==> config.mk <==
export PLATFORM = sky130hd
export DESIGN_NAME = skid_stage
export DESIGN_NICKNAME = d
export VERILOG_FILES = /design/src/rtl/skid_pkg.sv /design/src/rtl/skid_ctrl.sv /design/src/rtl/skid_regs.sv /design/src/rtl/skid_stage.sv
export SDC_FILE = /design/constraint.sdc
export NUM_CORES = 1
export LEC_CHECK = 0
export BUFFER_PORTS_ARGS = -buffer_cell sky130_fd_sc_hd__buf_2
export CAP_MARGIN = 10
export CORE_ASPECT_RATIO = 0.5
export CORE_MARGIN = 2
export CORE_UTILIZATION = 50
export DETAILED_ROUTE_END_ITERATION = 12
export PLACE_DENSITY = 0.78
export SYNTH_ARGS = -nofsm -noshare
export SYNTH_HDL_FRONTEND = slang
export SYNTH_SLANG_ARGS = --single-unit
export TNS_END_PERCENT = 10
==> constraint.sdc <==
create_clock -name clk -period 2.05 [get_ports clk]
set_clock_uncertainty 0.15 [all_clocks]
set_input_delay 0.3075 -clock clk [delete_from_list [all_inputs] [get_ports clk]]
set_output_delay 0.3075 -clock clk [all_outputs]
set_load 0.01 [all_outputs]
==> src/rtl/skid_pkg.sv <==
package skid_pkg;
  // Occupancy of the stage: nothing, output register only, output plus side buffer
  typedef enum logic [1:0] {
    OCC_EMPTY = 2'd0,
    OCC_ONE   = 2'd1,
    OCC_TWO   = 2'd2
  } occ_e;
endpackage

==> src/rtl/skid_ctrl.sv <==
module skid_ctrl
  import skid_pkg::*;
(
  input  logic clk,
  input  logic rst_n,
  input  logic up_valid,
  input  logic dn_ready,
  output logic busy,
  output logic out_valid,
  output logic load_out,
  output logic out_from_buf,
  output logic load_buf
);
  occ_e occ_q, occ_d;
  logic take;

  assign busy      = (occ_q == OCC_TWO);
  assign out_valid = (occ_q != OCC_EMPTY);
  assign take      = up_valid && !busy;

  always_comb begin
    occ_d        = occ_q;
    load_out     = 1'b0;
    out_from_buf = 1'b0;
    load_buf     = 1'b0;
    unique case (occ_q)
      OCC_EMPTY: begin
        if (take) begin
          occ_d    = OCC_ONE;
          load_out = 1'b1;
        end
      end
      OCC_ONE: begin
        if (dn_ready) begin
          if (take) load_out = 1'b1;
          else      occ_d    = OCC_EMPTY;
        end else if (take) begin
          load_buf = 1'b1;
          occ_d    = OCC_TWO;
        end
      end
      OCC_TWO: begin
        if (dn_ready) begin
          load_out     = 1'b1;
          out_from_buf = 1'b1;
          occ_d        = OCC_ONE;
        end
      end
      default: occ_d = OCC_EMPTY;
    endcase
  end

  always_ff @(posedge clk or negedge rst_n) begin
    if (!rst_n) occ_q <= OCC_EMPTY;
    else        occ_q <= occ_d;
  end
endmodule

==> src/rtl/skid_regs.sv <==
module skid_regs #(
  parameter int unsigned DATA_W     = 32,
  parameter bit          CLEAR_DATA = 1'b1
) (
  input  logic              clk,
  input  logic              rst_n,
  input  logic [DATA_W-1:0] in_data,
  input  logic              load_out,
  input  logic              out_from_buf,
  input  logic              load_buf,
  output logic [DATA_W-1:0] out_data
);
  logic [DATA_W-1:0] out_q, buf_q, out_next;

  // The side buffer is written only from the input; the output register takes
  // either the input or the buffered word.
  assign out_next = out_from_buf ? buf_q : in_data;
  assign out_data = out_q;

  if (CLEAR_DATA) begin : g_clr
    always_ff @(posedge clk or negedge rst_n) begin
      if (!rst_n) begin
        out_q <= '0;
        buf_q <= '0;
      end else begin
        if (load_out) out_q <= out_next;
        if (load_buf) buf_q <= in_data;
      end
    end
  end else begin : g_noclr
    always_ff @(posedge clk) begin
      if (load_out) out_q <= out_next;
      if (load_buf) buf_q <= in_data;
    end
  end
endmodule

==> src/rtl/skid_stage.sv <==
module skid_stage #(
  parameter int unsigned DATA_W     = 32,
  parameter bit          CLEAR_DATA = 1'b1
) (
  input  logic              clk,
  input  logic              rst_n,
  input  logic              up_valid,
  input  logic [DATA_W-1:0] up_data,
  output logic              up_busy,
  output logic              dn_valid,
  output logic [DATA_W-1:0] dn_data,
  input  logic              dn_ready
);
  logic load_out, out_from_buf, load_buf;

  skid_ctrl u_ctrl (
    .clk          (clk),
    .rst_n        (rst_n),
    .up_valid     (up_valid),
    .dn_ready     (dn_ready),
    .busy         (up_busy),
    .out_valid    (dn_valid),
    .load_out     (load_out),
    .out_from_buf (out_from_buf),
    .load_buf     (load_buf)
  );

  skid_regs #(.DATA_W(DATA_W), .CLEAR_DATA(CLEAR_DATA)) u_regs (
    .clk          (clk),
    .rst_n        (rst_n),
    .in_data      (up_data),
    .load_out     (load_out),
    .out_from_buf (out_from_buf),
    .load_buf     (load_buf),
    .out_data     (dn_data)
  );
endmodule

== Word-level counts from Yosys, hierarchy flattened ==
Index checks and enable logic that the tools add are counted.
Storage, ports and cells
  register bits: 66
  bits of input ports: 36
  output and inout port bits: 34
Operators by class
  eq/ne operators: 6
  multiplexer cells: 14
  reductions and logical operators: 5
Operator list (number)
  2-to-1 mux 32 bit: 1
  2-to-1 mux 2 bit: 5
  2-to-1 mux 1 bit: 6
  one-hot mux 2 bit (3 select lines): 1
  AND reduction 4 bit: 1
  != test 3 x 2 -> 1 bit, second input constant: 1
  != test 3 bit, second input constant: 1
  one-hot mux 1 bit (3 select lines): 1
  == test 2 x 1 -> 1 bit, second input constant: 1
  == test 2 bit, second input constant: 1
  logical NOT 2 bit: 1
  != test 2 x 1 -> 1 bit, second input constant: 1
  != test 2 bit, second input constant: 1
  nonzero test 2 bit: 1
  logical AND 1 bit: 1
  logical NOT 1 bit: 1

== Longest topological paths before layout ==
Gate-level depths: netlist (run 1).
  word-level depth: 6
  depth in mapped cells: 5

== By module ==
A second synthesis (run 1) with hierarchy kept.
Second synthesis, totals
  cells, all modules: 222
  area total of the unflattened synthesis: 2964.1 sq um
By module, submodules not included
  skid_regs: times used 1, cells each 207, area each 2825.2 sq um
  skid_ctrl: times used 1, cells each 15, area each 138.9 sq um

== Least setup slack after synthesis (run 1) ==
No wires, ideal clock.
  path kind: reg-to-reg
  start point: register u_ctrl.occ_q[0]
  end point: register u_regs.out_q[21] (netlist: u_regs.out_data[21])
  data arrival time: 1.449 ns
  slack: 0.326 ns
  cell stages (with the launch flop): 6
  buffers on the path: 2
  clock period less this slack: 1.724 ns
  cells stage by stage: dfrtp_1 > and3b_1 > buf_2 > buf_6 > mux2_4 > mux2_2
On the way
  cells in the longest elaborated chain, start to end: 6
RTL lines
  start: declaration: RTL line skid_ctrl.sv:14  | occ_e occ_q, occ_d;
  start signal: assignment: RTL line skid_ctrl.sv:54  | if (!rst_n) occ_q <= OCC_EMPTY;
  start signal: assignment: RTL line skid_ctrl.sv:55  | else occ_q <= occ_d;
  == test 2 bit: RTL line skid_ctrl.sv:17, skid_ctrl.sv:26
  logical NOT 1 bit: RTL line skid_ctrl.sv:19  | assign take = up_valid && !busy;
  logical AND 1 bit: RTL line skid_ctrl.sv:19
  2-to-1 mux 1 bit: RTL line skid_ctrl.sv:28, skid_ctrl.sv:35
  2-to-1 mux 1 bit: RTL line skid_ctrl.sv:34  | if (dn_ready) begin
  one-hot mux 1 bit (3 select lines): RTL line skid_ctrl.sv:26  | unique case (occ_q)
  end signal: assignment: RTL line skid_regs.sv:26  | if (load_out) out_q <= out_next;
  end: declaration: RTL line skid_regs.sv:13  | logic [DATA_W-1:0] out_q, buf_q, out_next;
Several ways; a longest one is shown, not always the timed one.
A chain may end at the register's enable or synchronous reset.

== Final worst setup path (run 1) ==
  start point: register u_ctrl.occ_q[0]
  end point: register u_regs.out_q[20] (netlist: u_regs.out_data[20])
The elaborated chain is that of the path after synthesis.

==> reports/results.tsv, run 1 <==
stage	metric	value	unit
worst_setup_path	worstSetupEndpointType	register	
routing	dr.pass1.iters	4	
clock_tree	path_clk_slew	0.07	ns
logic_synthesis	synth-main-ff-cell	dfrtp_1	
routing	drt_iter0_markers	80	
clock_tree	cts.sinks	66	
logic_synthesis	async_flop_share	100	%
floorplanning	io_pins	70	
logic_synthesis	synth-edff-count	0	
timing	tightest_slew	0.346	ns
worst_setup_path	crit_fanout	23	
routing	vias	1850	
cells_and_area	area_growth	23.5	%
clock_tree	cts_tree	done	
logic_synthesis	yosys.area.top_type	dfrtp_1	
logic_synthesis	ys_ff_latch	66	
timing	fmax	0.547	GHz
clock_tree	clock_path_buffers	2	
grt	grt_pass1_vias	1868	
floorplanning	dieArea	0.00627	sq mm
grt	grt_util_all_layers	19.2	%
worst_setup_path	reg2reg_to	u_regs.out_data[20]	
clock_tree	root_buffer	clkbuf_8	
logic_synthesis	ys_seq_area_share	58.8	%
logic_synthesis	synth_area	0.00281	sq mm
worst_setup_path	r2r_setup_slack	0.22	ns
worst_setup_path	crit_path_start_kind	register	
timing	final_max_slew_viol_count	0	
routing	drt_wl_total	5.41	mm
logic_synthesis	ys_warn_count	0	
floorplanning	initial_utilization	51.6	%
hold_path	hold_class	in -> reg	
logic_synthesis	synth_most_common_cell	dfrtp_1	
grt	overflow	0	
floorplanning	core_area	0.00544	sq mm
logic_synthesis	ys_types	17	
floorplanning	die_w	110	um
hold_path	min_from	up_data[19]	
logic_synthesis	synth_top_cells_by_count	66 x dfrtp_1, 34 x mux2_1, 21 x and2_1, 20 x a221o_1, 12 x mux2_2	
logic_synthesis	syn_avg_cell_area	14.9	sq um
worst_setup_path	reg2reg_from	u_ctrl.occ_q[0]	
logic_synthesis	syn_nets	224	
timing	tns	0	ns
floorplanning	rows	19	
logic_synthesis	synth_cells	188	
grt	grt_pass1_wl	9.00	mm
floorplanning	die_h	57.0	um
placed_design	portBuffers	69	
logic_synthesis	synth_top_cell_area_share	58.8	%
routing	wl_per_cell	15.8	um
routing	avgViaCountPerCell	5.39	
pwr	powerDensity	1130	mW/mm^2
timing	setup_viol	0	
pwr	p_total	0.00391	W
cells_and_area	drive_above_1_share	43.7	%
clock_tree	numCtsBuffers	9	
clock_tree	htree_num_levels	3	
routing	route.detailed.drc	0	
status	status	finished clean	
routing	detail-route-antenna-nets	0	
grt	antenna_found_initial	0	
timing	slew_headroom	76.2	%
placed_design	routabilityCongestion	0.696	
logic_synthesis	yosys-top-cells-area	dfrtp_1 59%, mux2_1 14%, a221o_1 7.1%, mux2_4 5.3%, mux2_2 4.8%	
worst_setup_path	ff2ff_path_depth	4	
pwr	vdd_drop_max	0.476	mV
worst_setup_path	critPathCapture	u_regs.out_data[20]	
cells_and_area	nNetsFinal	301	
timing	grt_setup_unrepaired	no	
worst_setup_path	criticalPathCategory	reg -> reg	
timing	min_period_over_period	89.1	%
timing	finalHoldViolCount	0	
worst_setup_path	required	2.13	ns
run	maxCapViolCount	0	
clock_tree	clk_latency	0.34	ns
timing	finalCriticalPeriod	1.83	ns
worst_setup_path	critPathArrivalTime	1.91	ns
placed_design	dp_hpwl	3.77	mm
grt	grt_max_degree	67	
cells_and_area	antenna_cells	0	
pwr	power.leakage	1.66	nW
worst_setup_path	cp-startpoint	u_ctrl.occ_q[0]	
## final cells by class
cell class              count  area, sq um
well taps                  73         91.3
clock inverters             5         30.0
flip-flops and latches     66         1650
clock buffers              11          141
fillers                   435         1980
multi-input cells         108         1100
inverters                   1         3.75
repair buffers             79          448
## where the power goes
group          switching [W]  internal [W]  total, W
clock network       0.000491      0.000465  0.000956
registers           0.000221       0.00175   0.00197
logic               0.000438      0.000548  0.000985
total                0.00115       0.00276   0.00391
## registers in the layout, summed over array words and instances, names as in the netlist
signal,cells
u_ctrl.occ_q,2
u_regs.buf_q,32
u_regs.out_data,32
## what timing repair did
action | 4_1_cts | 5_1_grt
setup endpoints to repair | 0 | 0
endpoints found under the hold margin | 66 | 0
buffers inserted | 0 | 0
hold buffers | 1 | 0
resized for setup | 0 | 0
## cell families after synthesis
| family | share of synthesized area, % |
|---|---|
| AOI/OAI and AO/OA | 8.16 |
| buffers and inverters | 2.41 |
| DFF | 58.8 |
| muxes | 24.5 |
| and+or+nand+nor | 6.11 |
## stage by stage
| stage | hold WS [ns] | std cells | worst slack (ns) | cell area, sq um | utilization [%] |
|---|---|---|---|---|---|
| after global placement | 0.194 | 326 | 0.280 | 3290 | 60.4 |
| after global routing | 0.0378 | 343 | 0.111 | 3470 | 63.7 |
| after CTS | 0.0314 | 343 | 0.217 | 3470 | 63.7 |
| after floorplan | -0.138 | 188 | 0.326 | 2810 | - |
| after detailed placement | 0.205 | 326 | 0.236 | 3290 | 60.4 |
| final | 0.0428 | 343 | 0.223 | 3470 | 63.7 |
## cells in the final DEF, fill, tap and decap left out, types with 2 or more instances in the layout
cell / netlist / layout
a221o_1: 20 / 20
and2_1: 21 / 20
buf_12: 0 / 2
buf_2: 6 / 69
buf_4: 0 / 7
clkbuf_8: 0 / 10
clkinv_2: 0 / 3
clkinvlp_4: 0 / 2
dfrtp_1: 66 / 66
mux2_1: 34 / 34
mux2_2: 12 / 12
mux2_4: 10 / 10
mux2i_1: 2 / 2
nor2b_1: 4 / 4
## how the worst min path moves through the flow
stage                                      to  slack, ns  cells past startpoint
final                        u_regs.buf_q[19]       0.04                      2
after global placement    u_regs.out_data[17]       0.19                      2
after floorplan               u_ctrl.occ_q[0]      -0.14                      0
after detailed placement  u_regs.out_data[17]       0.20                      2
after global routing         u_regs.buf_q[19]       0.04                      2
after CTS                    u_regs.buf_q[19]       0.03                      2
## worst max-delay path, cell delays in order (launching register included)
cell,delay [ns]
dfrtp_1,0.45
and3b_1,0.26
buf_4,0.25
mux2_1,0.35
mux2_2,0.26
## metal layers
| layer | track usage (%) | wire [um] | up-vias |
|---|---|---|---|
| met2 | 32.3 | 2740 | 51 |
| met1 | 23.0 | 2330 | 950 |
| met4 | 6.33 | 55 | 0 |
| met3 | 7.31 | 289 | 7 |
| li1 | - | - | 842 |
| met5 | 0 | 0 | - |
(Power assumes the default switching activity.)
==> inputs of run 2 (changes only) <==
--- a/config.mk
+++ b/config.mk
@@ -5,13 +5,13 @@
 export SDC_FILE = /design/constraint.sdc
 export NUM_CORES = 1
 export LEC_CHECK = 0
-export BUFFER_PORTS_ARGS = -buffer_cell sky130_fd_sc_hd__buf_2
 export CAP_MARGIN = 10
 export CORE_ASPECT_RATIO = 0.5
 export CORE_MARGIN = 2
 export CORE_UTILIZATION = 50
 export DETAILED_ROUTE_END_ITERATION = 12
-export PLACE_DENSITY = 0.78
+export DONT_BUFFER_PORTS = 1
+export PLACE_DENSITY = 0.67
 export SYNTH_ARGS = -nofsm -noshare
 export SYNTH_HDL_FRONTEND = slang
 export SYNTH_SLANG_ARGS = --single-unit
==> reports/results.tsv, run 2 (synthesized netlist as in run 1, its figures left out) <==
stage	metric	value	unit	change
floorplanning	die_w	110	um	unchanged
grt	antenna_found_initial	0		unchanged
grt	grt_pass1_wl	9.09	mm	+0.92%
placed_design	routabilityCongestion	0.685		-1.5%
cells_and_area	final_util	63.1	%	-0.60 points
routing	route.detailed.drc	0		unchanged
clock_tree	cts_tree	done		
floorplanning	core_area	0.00544	sq mm	unchanged
worst_setup_path	reg2reg_from	u_ctrl.occ_q[1]		
clock_tree	clk_latency	0.33	ns	about the same
worst_setup_path	ff2ff_path_depth	4		unchanged
cells_and_area	nNetsFinal	265		-12%
timing	grt_setup_unrepaired	no		
timing	min_period_over_period	91.3	%	+2.2 points
worst_setup_path	required	2.12	ns	about the same
timing	slew_headroom	75.0	%	-1.2 points
grt	grt_util_all_layers	19.7	%	+0.44 points
worst_setup_path	criticalPathCategory	reg -> reg		
cells_and_area	fillerInstances	417		-4.1%
routing	drt_wl_total	5.48	mm	+1.2%
pwr	switchingPower	0.00104	W	-9.8%
cells_and_area	final_common_cell	dfrtp_1		
pwr	clockPowerShare	23.5	%	-0.9 points
worst_setup_path	crit_path_start_kind	register		
clock_tree	numCtsBuffers	9		unchanged
pwr	powerDensity	1070	mW/mm^2	-5.4%
pwr	p_int	0.00263	W	-4.9%
cells_and_area	antenna_cells	0		unchanged
clock_tree	clock_path_buffers	2		unchanged
grt	grt_pass1_vias	1874		+0.32%
pwr	vdd_drop_max	0.667	mV	+40%
floorplanning	io_pins	70		unchanged
floorplanning	rows	19		unchanged
cells_and_area	fin_area	0.00343	sq mm	-0.94%
worst_setup_path	reg2reg_to	u_regs.out_data[30]		
timing	tns	0	ns	unchanged
clock_tree	root_buffer	clkbuf_8		
floorplanning	die_h	57.0	um	unchanged
timing	finalHoldViolCount	0		unchanged
pwr	power.leakage	1.50	nW	-9.4%
timing	tightest_slew	0.364	ns	+0.0176 ns
routing	avgViaCountPerCell	5.55		+2.8%
status	status	finished clean		
routing	drt_iter0_markers	71		-11%
timing	setup_viol	0		unchanged
cells_and_area	drive_above_1_share	18.5	%	-25 points
pwr	switching_share	28.3	%	-1.1 points
floorplanning	initial_utilization	51.6	%	unchanged
grt	overflow	0		unchanged
timing	finalCriticalPeriod	1.87	ns	+0.0453 ns
worst_setup_path	r2r_setup_slack	0.18	ns	-0.05 ns
placed_design	portBuffers	0		-100%
cells_and_area	area_growth	22.3	%	
timing	final_max_slew_viol_count	0		unchanged
clock_tree	path_clk_slew	0.06	ns	about the same
worst_setup_path	crit_fanout	16		-30%
worst_setup_path	worstSetupEndpointType	register		
cells_and_area	mostFrequentLayoutCells	66 x dfrtp_1, 34 x mux2_1, 34 x dlygate4sd3_1		
run	maxCapViolCount	0		unchanged
pwr	p_comb_share	19.5	%	-5.7 points
clock_tree	cts_resized	0		unchanged
timing	fmax	0.534	GHz	-2.4%
routing	vias	1697		-8.3%
placed_design	dpl_cell_area	0.00292	sq mm	-11%
placed_design	dp_hpwl	3.36	mm	-11%
pwr	p_seq_share	57.0	%	+6.6 points
cells_and_area	seqCellArea	0.00165	sq mm	unchanged
grt	grt_max_degree	67		unchanged
routing	detail-route-antenna-nets	0		unchanged
clock_tree	htree_num_levels	3		unchanged
floorplanning	dieArea	0.00627	sq mm	unchanged
pwr	p_total	0.00366	W	-6.3%
hold_path	hold_class	in -> reg		
routing	dr.pass1.iters	4		unchanged
routing	wl_per_cell	17.9	um	+13%
worst_setup_path	critPathCapture	u_regs.out_data[30]		
worst_setup_path	critPathArrivalTime	1.94	ns	+0.03 ns
cells_and_area	multi_input_area	0.00110	sq mm	unchanged
worst_setup_path	cp-startpoint	u_ctrl.occ_q[1]		
clock_tree	cts.sinks	66		unchanged
-- run 2: power groups by stage --
stage | Sequential, W | Combinational, W | Clock, W
3_3_place_gp | 0.00208 | 0.000602 | 0
2_1_floorplan | 0.00203 | 0.000522 | 0
5_1_grt | 0.00216 | 0.000794 | 0.000965
4_1_cts | 0.00209 | 0.000726 | 0.000905
6_report | 0.00209 | 0.000714 | 0.000860
3_5_place_dp | 0.00211 | 0.000634 | 0
-- run 2: routing by layer --
metal / track usage [%] / wire length (um) / part of all wire, % / up-vias
li1: - / - / - / 771
met1: 22.7 / 2450 / 45 / 878
met2: 32.8 / 2650 / 48 / 42
met3: 9.60 / 341 / 6.2 / 6
met4: 5.61 / 43 / 0.78 / 0
met5: 0 / 0 / 0 / -
-- run 2: worst min-delay path by stage --
stage                      startpoint  cells past startpoint             endpoint
final                        dn_ready                      2      u_ctrl.occ_q[0]
after global routing      up_data[19]                      2  u_regs.out_data[19]
after CTS                    dn_ready                      2      u_ctrl.occ_q[0]
after detailed placement        rst_n                      0  u_regs.out_data[22]
after global placement          rst_n                      0     u_regs.buf_q[22]
after floorplan                 rst_n                      0      u_ctrl.occ_q[0]
-- run 2: layout make-up --
| cell class | instances | share of cell area (%) |
|---|---|---|
| timing repair buffer | 43 | 12.8 |
| multi-input combinational | 108 | 32.1 |
| clock buffer | 15 | 4.26 |
| tap | 73 | 2.66 |
| inverter | 1 | 0.109 |
| sequential | 66 | 48.1 |
-- run 2: worst max-delay path, stage by stage, from the launching register on --
cell,delay (ns)
dfrtp_1,0.43
mux2i_1,0.39
a2bb2oi_4,0.17
buf_4,0.25
mux2_2,0.36
-- run 2: metrics by stage --
| stage | hold slack (ns) | setup WS [ns] | cells |
|---|---|---|---|
| after CTS | 0.0379 | 0.177 | 306 |
| after detailed placement | -0.137 | 0.173 | 256 |
| final | 0.0560 | 0.178 | 306 |
| after floorplan | -0.138 | 0.326 | 188 |
| after global routing | 0.0640 | 0.0703 | 306 |
| after global placement | -0.137 | 0.276 | 256 |
-- run 2: what timing repair did --
item	CTS	global route
buffers inserted	0	0
hold endpoints to repair	119	0
hold buffers	35	0
